==> src/rtl/p3t_pkg.sv <==
package p3t_pkg;
    typedef enum logic [2:0] {
        ST_IDLE   = 3'd0,
        ST_HUNT   = 3'd1,
        ST_TRACK  = 3'd2,
        ST_SYNC   = 3'd3,
        ST_LOCKED = 3'd4
    } p3t_state_e;
endpackage

==> src/rtl/p3t_gap_cnt.sv <==
module p3t_gap_cnt #(
    parameter int SPACING = 3,
    localparam int GW = $clog2(SPACING + 1)
) (
    input  logic          clk,
    input  logic          rst_n,
    input  logic          clr,
    input  logic          inc,
    output logic [GW-1:0] zeros,
    output logic          gap_ok
);
    logic [GW-1:0] cnt_q;

    always_ff @(posedge clk) begin
        if (!rst_n || clr) begin
            cnt_q <= '0;
        end else if (inc && (cnt_q < GW'(SPACING - 1))) begin
            cnt_q <= cnt_q + 1'b1;
        end
    end

    generate
        if (SPACING <= 1) begin : g_tight
            assign gap_ok = 1'b1;
        end else begin : g_normal
            assign gap_ok = (cnt_q == GW'(SPACING - 1));
        end
    endgenerate

    assign zeros = cnt_q;
endmodule

==> src/rtl/p3t_run_cnt.sv <==
module p3t_run_cnt #(
    parameter int RUN_LEN = 16,
    localparam int RW = $clog2(RUN_LEN + 1)
) (
    input  logic          clk,
    input  logic          rst_n,
    input  logic          clr,
    input  logic          load_one,
    input  logic          inc,
    output logic [RW-1:0] run,
    output logic          at_last
);
    logic [RW-1:0] run_q;

    always_ff @(posedge clk) begin
        if (!rst_n || clr) begin
            run_q <= '0;
        end else if (load_one) begin
            run_q <= RW'(1);
        end else if (inc && (run_q < RW'(RUN_LEN))) begin
            run_q <= run_q + 1'b1;
        end
    end

    assign at_last = (run_q == RW'(RUN_LEN - 1));
    assign run     = run_q;
endmodule

==> src/rtl/p3t_fsm.sv <==
module p3t_fsm
    import p3t_pkg::*;
(
    input  logic       clk,
    input  logic       rst_n,
    input  logic       rd_gate,
    input  logic       code_bit,
    input  logic       gap_ok,
    input  logic       at_last,
    output logic       gap_clr,
    output logic       gap_inc,
    output logic       run_clr,
    output logic       run_load,
    output logic       run_inc,
    output logic       pre_found,
    output logic       sync_start,
    output p3t_state_e state
);
    p3t_state_e st_q, st_d;

    always_ff @(posedge clk) begin
        if (!rst_n) begin
            st_q <= ST_IDLE;
        end else begin
            st_q <= st_d;
        end
    end

    always_comb begin
        st_d     = st_q;
        gap_clr  = 1'b0;
        gap_inc  = 1'b0;
        run_clr  = 1'b0;
        run_load = 1'b0;
        run_inc  = 1'b0;
        if (!rd_gate) begin
            st_d    = ST_IDLE;
            gap_clr = 1'b1;
            run_clr = 1'b1;
        end else begin
            unique case (st_q)
                ST_IDLE, ST_HUNT: begin
                    if (code_bit) begin
                        st_d     = ST_TRACK;
                        run_load = 1'b1;
                        gap_clr  = 1'b1;
                    end else begin
                        st_d = ST_HUNT;
                    end
                end
                ST_TRACK: begin
                    if (code_bit) begin
                        gap_clr = 1'b1;
                        if (gap_ok) begin
                            run_inc = 1'b1;
                            if (at_last) begin
                                st_d = ST_SYNC;
                            end
                        end else begin
                            run_load = 1'b1;
                        end
                    end else if (gap_ok) begin
                        st_d    = ST_HUNT;
                        run_clr = 1'b1;
                        gap_clr = 1'b1;
                    end else begin
                        gap_inc = 1'b1;
                    end
                end
                ST_SYNC: begin
                    st_d = ST_LOCKED;
                end
                ST_LOCKED: begin
                    st_d = ST_LOCKED;
                end
                default: begin
                    st_d = ST_IDLE;
                end
            endcase
        end
    end

    always_comb begin
        pre_found  = (st_q == ST_SYNC) || (st_q == ST_LOCKED);
        sync_start = (st_q == ST_SYNC);
    end

    assign state = st_q;
endmodule

==> src/rtl/preamble3t_det.sv <==
module preamble3t_det #(
    parameter int RUN_LEN = 16,
    parameter int SPACING = 3
) (
    input  logic clk,
    input  logic rst_n,
    input  logic rd_gate,
    input  logic code_bit,
    output logic pre_found,
    output logic sync_start
);
    import p3t_pkg::*;

    localparam int GW = $clog2(SPACING + 1);
    localparam int RW = $clog2(RUN_LEN + 1);

    logic          gap_clr, gap_inc, gap_ok;
    logic          run_clr, run_load, run_inc, at_last;
    logic [GW-1:0] zeros;
    logic [RW-1:0] run;
    p3t_state_e    state;

    p3t_gap_cnt #(.SPACING(SPACING)) gap_i (
        .clk    (clk),
        .rst_n  (rst_n),
        .clr    (gap_clr),
        .inc    (gap_inc),
        .zeros  (zeros),
        .gap_ok (gap_ok)
    );

    p3t_run_cnt #(.RUN_LEN(RUN_LEN)) run_i (
        .clk      (clk),
        .rst_n    (rst_n),
        .clr      (run_clr),
        .load_one (run_load),
        .inc      (run_inc),
        .run      (run),
        .at_last  (at_last)
    );

    p3t_fsm fsm_i (
        .clk        (clk),
        .rst_n      (rst_n),
        .rd_gate    (rd_gate),
        .code_bit   (code_bit),
        .gap_ok     (gap_ok),
        .at_last    (at_last),
        .gap_clr    (gap_clr),
        .gap_inc    (gap_inc),
        .run_clr    (run_clr),
        .run_load   (run_load),
        .run_inc    (run_inc),
        .pre_found  (pre_found),
        .sync_start (sync_start),
        .state      (state)
    );
endmodule

==> config.mk <==
export PLATFORM = sky130hd
export DESIGN_NAME = preamble3t_det
export DESIGN_NICKNAME = d
export VERILOG_FILES = /design/src/rtl/p3t_pkg.sv /design/src/rtl/p3t_gap_cnt.sv /design/src/rtl/p3t_run_cnt.sv /design/src/rtl/p3t_fsm.sv /design/src/rtl/preamble3t_det.sv
export SDC_FILE = /design/constraint.sdc
export NUM_CORES = 1
export LEC_CHECK = 0
export CORE_MARGIN = 2
export CORE_UTILIZATION = 35
export DETAILED_ROUTE_END_ITERATION = 6
export DONT_BUFFER_PORTS = 1
export PLACE_DENSITY = 0.61
export SETUP_SLACK_MARGIN = 0.05
export SLEW_MARGIN = 20
export SYNTH_ARGS = -nofsm -noshare
export SYNTH_HDL_FRONTEND = slang
export SYNTH_SLANG_ARGS = --single-unit
==> constraint.sdc <==
create_clock -name clk -period 1.6 [get_ports clk]
set_input_delay 0.32 -clock clk [delete_from_list [all_inputs] [get_ports clk]]
set_output_delay 0.32 -clock clk [all_outputs]
set_load 0.02 [all_outputs]
==> results of run 1 <==
-- cell usage in the layout, fill, tap and decap left out, types with 2 or more instances in the layout --
cell type  netlist  layout
a211oi_1         3       2
a211oi_2         1       2
a21o_1           2       2
a21oi_1          5       5
and3b_1          2       2
buf_4            0       7
clkbuf_4         0       3
dfxtp_1         10       6
dfxtp_2          0       3
ha_4             0       3
inv_1            6       5
nand2_1          2       2
nand2b_1         2       2
nand3_1          4       4
nor3b_1          2       2
o31ai_1          2       2
-- report_power, final --
| part | internal [mW] | leakage (nW) | total [mW] | switching [mW] |
|---|---|---|---|---|
| logic | 0.0223 | 0.184 | 0.0475 | 0.0252 |
| registers | 0.252 | 0.0830 | 0.256 | 0.00465 |
| clock network | 0.0868 | 0.0138 | 0.173 | 0.0859 |
| total | 0.361 | 0.280 | 0.477 | 0.116 |
-- registers in the layout, indices dropped and copies added, names as in the netlist --
signal       cells
gap_i.zeros      2
run_i.run        5
fsm_i.state      3
-- synthesized netlist by cell type, drive strengths merged, types with 2 or more instances --
master,number,area [µm²]
dfxtp,10,200
a21o,2,15.0
nand2,2,7.51
nand2b,2,12.5
inv,6,22.5
ha,3,37.5
nand3,4,20.0
nor3b,2,15.0
buf,3,21.3
a31oi,2,18.8
and3b,2,17.5
nand3b,2,27.5
a211oi,4,35.0
o31ai,2,15.0
a21oi,5,25.0
or4,2,18.8
-- final timing paths --
| path | cells after the start | endpoint | start | slack, ns |
|---|---|---|---|---|
| hold reg to reg | 2 | run_i.run[3] | run_i.run[3] | 0.51 |
| hold / removal | 1 | fsm_i.state[0] | code_bit | 0.15 |
| setup / recovery | 3 | pre_found | fsm_i.state[1] | 0.12 |
| setup reg to reg | 5 | run_i.run[3] | gap_i.zeros[0] | 0.12 |
-- per-layer routing --
| metal | part of all wire, % | vias to the layer above |
|---|---|---|
| met5 | 0 | - |
| met4 | 1.7 | 0 |
| met3 | 6.5 | 4 |
| met2 | 49 | 20 |
| met1 | 43 | 270 |
| li1 | - | 279 |
-- final cells by class --
cell class                 count  area [µm²]  area share [%]
clock buffer                   3        22.5            2.82
inverter                       6        22.5            2.82
timing repair buffer           7        52.6            6.57
tap                           25        31.3            3.91
multi-input combinational     50         463            57.9
sequential                    10         208            26.0
-- worst max-delay path: stages, from the launching register on --
cell and delay, ns:
dfxtp_4 0.35, buf_4 0.15, and3b_1 0.17, a21o_1 0.23
-- timing repair --
item / in CTS / in global routing
setup buffers: 1 / 1
resized for setup: 10 / 4
setup endpoints to repair: 6 / 7
pin swaps: 2 / 1
-- logic make-up (layout without fill, tap and decap cells) --
group,Yosys count,in the layout
flops,10,10
fa+ha+maj,3,3
simple gates,27,27
buf+inv,10,16
compound gates,20,20
==> results.sh, run 1 <==
export IMPL_ys_warn_count=0
export IMPL_required_ns=1.28
export IMPL_drt_iter0_markers=13
export IMPL_grt_busiest_layer="met2"
export IMPL_setup_tns_ns=0
export IMPL_antenna_found_initial=0
export IMPL_fill_cells=155
export IMPL_slew_viol_final=0
export IMPL_grt_max_degree=11
export IMPL_p_leak_nw=0.280
export IMPL_tightest_slew_ns=0.415
export IMPL_synth_xor_area_share_pct=0
export IMPL_crit_type="flip-flop to output pin"
export IMPL_via_count=573
export IMPL_synth_ff_type="dfxtp_1"
export IMPL_fin_nets=85
export IMPL_die_area_mm2=0.00224
export IMPL_numCtsBuffers=3
export IMPL_layout_setup_ws_ns=0.115
export IMPL_htreeDepth=1
export IMPL_cts_hold_buf=0
export IMPL_cp_arrival_ns=1.16
export IMPL_grt_setup_unrepaired="no"
export IMPL_netlist_instances=70
export IMPL_finalSetupViolCount=0
export IMPL_clock_sinks=10
export IMPL_fin_crit_sh_pct=92.8
export IMPL_design_portCount=6
export IMPL_synth_edff_count=0
export IMPL_seq_area_frac_synth_pct=30.5
export IMPL_hold_violations=0
export IMPL_wirelength_um=1350
export IMPL_cap_violations=0
export IMPL_fin_cells=101
export IMPL_drc_errors=0
export IMPL_synthSimpleGateAreaFrac_pct=33.4
export IMPL_diodes=0
export IMPL_cp_end_kind="output pin"
export IMPL_gp_congestion=0.773
export IMPL_ys_async_sr_fraction_pct=0
export IMPL_cp_start_kind="flip-flop"
export IMPL_clk_latency_ns=0.26
export IMPL_syn_area_per_cell_um2=9.37
export IMPL_hold_class="input port to flip-flop"
export IMPL_use_met2_pct=21.4
export IMPL_finalPower_uw=477
export IMPL_layout_drive_gt1_share_pct=36.8
export IMPL_status="finished, final reports clean"
export IMPL_detail_route_antenna_nets=0
export IMPL_start_util_pct=37.6
export IMPL_post_place_ws_ns=0.0132
export IMPL_cts_tree="yes"
export IMPL_synth_compound_area_share_pct=22.9
export IMPL_grt_use_total_pct=14.8
export IMPL_synthesis_area_um2=656
export IMPL_grt_pass1_vias=504
export IMPL_synth_top_family_by_area="simple AND/OR/NAND/NOR gates"
export IMPL_ys_types=38
export IMPL_dp_hpwl_um=958
export IMPL_final_util_pct=45.8
export IMPL_fin_skew_ns=0.00116
export IMPL_rows=15
export IMPL_slew_headroom_pct=72.3
export IMPL_use_met1_pct=19.5
export IMPL_grtUsageMet3_pct=3.08
export IMPL_core_mm2=0.00175
export IMPL_syn_nets=77
export IMPL_grt_pass1_wl_um=2240
export IMPL_die_h_um=47.3
export IMPL_yosys_register_bits=10
export IMPL_routedWlPerCell_um=13.3
export IMPL_fmax_mhz=673
export IMPL_period_minus_slack_ns=1.48
export IMPL_place_area_um2=707
export IMPL_dr_pass1_iters=4
export IMPL_cts_buffer_depth=2
export IMPL_root_buffer="clkbuf_4"
export IMPL_synthMuxAreaShare_pct=0
export IMPL_synth_fa_ha_area_share_pct=5.73
export IMPL_power_density_mw_per_mm2=596
export IMPL_syn2layout_area_growth_pct=21.9
export IMPL_design_area_um2=800
export IMPL_path_clk_slew_ns=0.06
export IMPL_port_buffer_count=0
export IMPL_viasPerCell=5.67
export IMPL_gr_total_overflow=0
export IMPL_worst_path_max_fanout=7
export IMPL_hold_slack_ns=0.152
export IMPL_die_w_um=47.3
export IMPL_vdd_drop_max_uv=354
export IMPL_dp_cells=96
No activity file was read; power rests on OpenSTA's default activity.
==> run 2: changes to the inputs <==
- SYNTH_HIERARCHICAL: default -> 1
==> results.sh, run 2 <==
export IMPL_cp_start_kind="flip-flop"
export IMPL_die_h_um=44.6
export IMPL_cap_violations=0
export IMPL_detail_route_antenna_nets=0
export IMPL_cp_num_buf_inv=0
export IMPL_syn_nets=73
export IMPL_start_util_pct=37.8
export IMPL_ys_warn_count=6
export IMPL_synth_edff_count=0
export IMPL_fin_crit_sh_pct=92.6
export IMPL_cts_buffer_depth=2
export IMPL_synth_common_cells="dfxtp_1 (10), inv_1 (7), a21oi_1 (5), nand2_1 (5), nor2_1 (4)"
export IMPL_cp_arrival_ns=1.16
export IMPL_cts_hold_buf=0
export IMPL_slew_viol_final=0
export IMPL_synth_ff_type="dfxtp_1"
export IMPL_synth_top_area_share_pct=34.8
export IMPL_grt_pass1_wl_um=1950
export IMPL_wirelength_um=1110
export IMPL_htreeDepth=1
export IMPL_grt_pass1_vias=441
export IMPL_grt_setup_unrepaired="no"
export IMPL_power_density_mw_per_mm2=691
export IMPL_dr_pass1_iters=4
export IMPL_dp_cells=83
export IMPL_fin_cells=86
export IMPL_finalSetupViolCount=0
export IMPL_hold_class="input port to flip-flop"
export IMPL_numCtsBuffers=3
export IMPL_cp_top_family="simple AND/OR/NAND/NOR gates"
export IMPL_clock_sinks=10
export IMPL_cp_end_kind="output pin"
export IMPL_drt_iter0_markers=6
export IMPL_syn_area_per_cell_um2=8.72
export IMPL_grt_use_total_pct=14.0
export IMPL_final_common_cell="inv_1"
export IMPL_vdd_drop_max_uv=305
export IMPL_setup_tns_ns=0
export IMPL_ys_async_sr_fraction_pct=0
export IMPL_most_common_layout_cells="inv_1 (6), dfxtp_1 (5), a21oi_1 (4), nand2_1 (4), dfxtp_2 (4)"
export IMPL_path_cells="or3b_4 -> nand2_2"
export IMPL_root_buffer="clkbuf_4"
export IMPL_drc_errors=0
export IMPL_period_minus_slack_ns=1.48
export IMPL_slew_headroom_pct=82.6
export IMPL_clk_latency_ns=0.27
export IMPL_synthesis_area_um2=576
export IMPL_status="finished, final reports clean"
export IMPL_hold_slack_ns=0.149
export IMPL_seq_area_frac_synth_pct=34.8
export IMPL_path_clk_slew_ns=0.06
export IMPL_fill_cells=155
export IMPL_synth_area_top_cells="dfxtp_1 (35%), ha_1 (6.5%), inv_1 (4.6%)"
export IMPL_viasPerCell=5.41
export IMPL_yosysTopAreaCell="dfxtp_1"
export IMPL_grt_max_degree=8
export IMPL_tightest_slew_ns=0.259
export IMPL_cts_tree="yes"
export IMPL_port_buffer_count=0
export IMPL_gp_congestion=0.764
export IMPL_syn2layout_area_growth_pct=14.1
export IMPL_gr_total_overflow=0
export IMPL_p_leak_nw=0.254
export IMPL_core_mm2=0.00152
export IMPL_finalPower_uw=454
export IMPL_ys_types=28
export IMPL_dp_hpwl_um=770
export IMPL_die_w_um=44.6
export IMPL_netlist_instances=66
export IMPL_diodes=0
export IMPL_fmax_mhz=675
export IMPL_fin_skew_ns=0.00514
export IMPL_layout_drive_gt1_share_pct=30.0
export IMPL_design_portCount=6
export IMPL_worst_path_max_fanout=7
export IMPL_routedWlPerCell_um=12.9
export IMPL_fin_nets=79
export IMPL_yosys_register_bits=10
export IMPL_rows=14
export IMPL_slowest_stage="or3b_4"
export IMPL_yosysMostFrequentCell="dfxtp_1"
export IMPL_required_ns=1.28
export IMPL_antenna_found_initial=0
export IMPL_largest_reg_flops=5
export IMPL_die_area_mm2=0.00198
export IMPL_hold_violations=0
export IMPL_crit_type="flip-flop to output pin"
export IMPL_max_stage_delay_ns=0.41
export IMPL_via_count=465
run 2: cell count changes after synthesis, moves of 2 or more:
cell | previous run | this run
a211oi_1 | 3 | 1
a21o_1 | 2 | 0
and3b_1 | 2 | 0
buf_2 | 2 | 0
nand2_1 | 2 | 5
nand3b_1 | 1 | 3
nand4bb_1 | 0 | 2
nor2_1 | 1 | 4
nor3b_1 | 2 | 0
xnor2_1 | 0 | 2
run 2: through the flow:
stage	cell area, µm²	setup WS, ns	utilization, %
final	657	0.118	43.1
after global routing	657	0.0619	43.1
after CTS	642	0.0496	42.1
after detailed placement	602	-0.0222	39.5
after global placement	602	0.0471	39.5
after floorplan	578	0.0718	-
run 2: kinds of logic (layout without fill, tap and decap cells):
logic type / count (synthesis) / in the layout / share of synthesized area, %
AND/OR/NAND/NOR: 29 / 29 / 32.8
AO/OA/AOI/OAI: 13 / 13 / 14.8
flip-flops: 10 / 10 / 34.8
buffers and inverters: 8 / 12 / 6.52
adder cells (fa/ha/maj): 3 / 3 / 6.52
XOR/XNOR: 3 / 3 / 4.57
run 2: where the power goes:
part / total (mW) / switching (mW) / internal [mW]
combinational: 0.0249 / 0.0131 / 0.0118
clock: 0.172 / 0.0856 / 0.0869
sequential: 0.256 / 0.00526 / 0.251
run 2: layer usage:
metal	part of all wire (%)	vias up	track usage, %	wire length [µm]
li1	-	239	-	-
met1	43	203	17.0	475
met2	47	19	20.6	515
met3	7.8	4	6.53	86
met4	2.4	0	7.27	27
met5	0	-	0	0
run 2: layout make-up:
type / instances / area (µm²) / share of cell area (%)
well taps: 16 / 20.0 / 3.05
flip-flops and latches: 10 / 209 / 31.8
clock buffers: 3 / 22.5 / 3.43
inverters: 7 / 26.3 / 4.00
repair buffers: 2 / 15.0 / 2.29
multi-input cells: 48 / 364 / 55.4
run 2: path summary, 6_finish.rpt:
check | depth (start not counted) | startpoint | slack, ns | end
setup / recovery | 2 | fsm_i/state[1] | 0.12 | pre_found
hold / removal | 1 | code_bit | 0.15 | fsm_i/state[0]
setup reg to reg | 6 | gap_i/zeros[1] | 0.16 | run_i/run[3]
hold reg to reg | 2 | run_i/run[1] | 0.48 | run_i/run[1]
run 2: repair_timing:
item                       4_1_cts  5_1_grt
buffers inserted                 0        0
pin swaps                        1        3
resized for setup                5        7
cloned                           0        0
setup endpoints to repair        5        5
==> run 3: changes to the inputs <==
--- a/config.mk
+++ b/config.mk
@@ -12,5 +12,5 @@
 export PLACE_DENSITY = 0.61
 export SETUP_SLACK_MARGIN = 0.05
-export SLEW_MARGIN = 20
+export SLEW_MARGIN = 10
 export SYNTH_ARGS = -nofsm -noshare
 export SYNTH_HDL_FRONTEND = slang
==> constraint.sdc (replaced) <==
create_clock -name clk -period 1.6 [get_ports clk]
set_input_delay 0.32 -clock clk [delete_from_list [all_inputs] [get_ports clk]]
set_output_delay 0.32 -clock clk [all_outputs]
set_load 0.005 [all_outputs]
==> results.sh, run 3 (synthesis gave the netlist of run 2 again) <==
export IMPL_max_stage_delay_ns=0.39
export IMPL_dp_hpwl_um=824
export IMPL_multi_input_area_um2=355
export IMPL_viasPerCell=5.18
export IMPL_die_area_mm2=0.00198
export IMPL_via_count=477
export IMPL_fin_nets=85
export IMPL_vdd_drop_max_uv=457
export IMPL_design_portCount=6
export IMPL_slew_headroom_pct=82.3
export IMPL_worst_path_max_fanout=8
export IMPL_wl_met1_um=530
export IMPL_required_ns=1.28
export IMPL_grt_pass1_vias=462
export IMPL_path_cells="buf_6 -> or3b_4 -> nand2_2"
export IMPL_wirelength_um=1140
export IMPL_htreeDepth=1
export IMPL_routedWlPerCell_um=12.4
export IMPL_wl_met3_um=46
export IMPL_antenna_found_initial=0
export IMPL_finalSetupViolCount=0
export IMPL_p_int_uw=355
export IMPL_cp_start_kind="flip-flop"
export IMPL_gr_total_overflow=0
export IMPL_setup_tns_ns=0
export IMPL_cts_buffer_depth=2
export IMPL_path_clk_slew_ns=0.07
export IMPL_dr_pass1_iters=2
export IMPL_finalPower_uw=458
export IMPL_cap_violations=0
export IMPL_fin_skew_ns=0.0101
export IMPL_start_util_pct=37.8
export IMPL_die_h_um=44.6
export IMPL_seq_power_share_pct=55.8
export IMPL_slew_viol_final=0
export IMPL_fmax_mhz=659
export IMPL_drc_errors=0
export IMPL_slowest_stage="or3b_4"
export IMPL_fill_cells=152
export IMPL_clock_power_share_pct=37.5
export IMPL_hold_slack_ns=0.161
export IMPL_clock_sinks=10
export IMPL_cp_end_kind="output pin"
export IMPL_numCtsBuffers=3
export IMPL_hold_class="input port to flip-flop"
export IMPL_seqCellArea_um2=206
export IMPL_fin_crit_sh_pct=94.8
export IMPL_power_density_mw_per_mm2=659
export IMPL_cts_tree="yes"
export IMPL_hold_violations=0
export IMPL_grt_setup_unrepaired="no"
export IMPL_most_common_layout_cells="buf_4 (7), inv_1 (6), a21oi_1 (5), dfxtp_2 (5), dfxtp_1 (5)"
export IMPL_switchingPower_uw=103
export IMPL_syn2layout_area_growth_pct=20.7
export IMPL_tightest_slew_ns=0.263
export IMPL_crit_type="flip-flop to output pin"
export IMPL_layout_drive_gt1_share_pct=32.9
export IMPL_top_layer="met3"
export IMPL_final_common_cell="buf_4"
export IMPL_core_mm2=0.00152
export IMPL_cp_arrival_ns=1.20
export IMPL_die_w_um=44.6
export IMPL_swShare_pct=22.5
export IMPL_grt_max_degree=9
export IMPL_detail_route_antenna_nets=0
export IMPL_period_minus_slack_ns=1.52
export IMPL_combPwrFrac_pct=6.7
export IMPL_p_leak_nw=0.282
export IMPL_drt_iter0_markers=1
export IMPL_dr_wl_met2_um=560
export IMPL_clk_latency_ns=0.26
export IMPL_gp_congestion=0.820
export IMPL_diodes=0
export IMPL_root_buffer="clkbuf_4"
export IMPL_status="finished, final reports clean"
export IMPL_rows=14
export IMPL_port_buffer_count=0
export IMPL_largest_reg_flops=5
export IMPL_grt_use_total_pct=14.2
export IMPL_grt_pass1_wl_um=1980
run 3: layer usage:
layer | vias to the layer above | GRT usage, %
li1 | 248 | -
met1 | 224 | 16.1
met2 | 5 | 23.2
met3 | 0 | 7.35
met4 | 0 | 3.64
met5 | - | 0
run 3: power by group through the flow:
stage               clock network [mW]  logic, mW  registers (mW)
global route                     0.192     0.0343           0.256
floorplan                            0     0.0223           0.260
detailed placement                   0     0.0270           0.261
global placement                     0     0.0269           0.261
finish                           0.172     0.0307           0.255
CTS                              0.181     0.0295           0.255
run 3: metrics by stage:
stage	area (µm²)	worst slack (ns)	instances	util (%)
6_report	694	0.0833	92	45.6
5_1_grt	694	0.0486	92	45.6
2_1_floorplan	578	0.0718	66	-
4_1_cts	663	0.0527	89	43.5
3_5_place_dp	617	-0.0110	85	40.5
3_3_place_gp	617	0.0967	85	40.5
run 3: worst paths after layout:
path                       start             end  slack [ns]  depth (start not counted)
setup / recovery  fsm_i/state[1]       pre_found        0.08                          3
hold / removal          code_bit  fsm_i/state[0]        0.16                          1
setup reg to reg  gap_i/zeros[0]  gap_i/zeros[0]        0.17                          7
hold reg to reg     run_i/run[1]    run_i/run[1]        0.48                          2
run 3: repair_timing:
item                                   in CTS  in global routing
endpoints found under the hold margin       0                  0
setup endpoints to repair                   3                  4
buffers inserted                            1                  3
pin swaps                                   2                  6
hold buffers                                0                  0
resized for setup                           5                  5
run 3: layout make-up:
cell class	count	share of cell area (%)
clock buffer	3	3.24
inverter	7	3.78
multi-input combinational	48	51.2
sequential	10	29.7
tap	16	2.88
timing repair buffer	8	9.19
run 3: worst max-delay path, delay by kind of cell, from the launching register on:
kind          cells  cell delay, ns
simple gates      2            0.47
buf+inv           1            0.13
flops             1            0.33
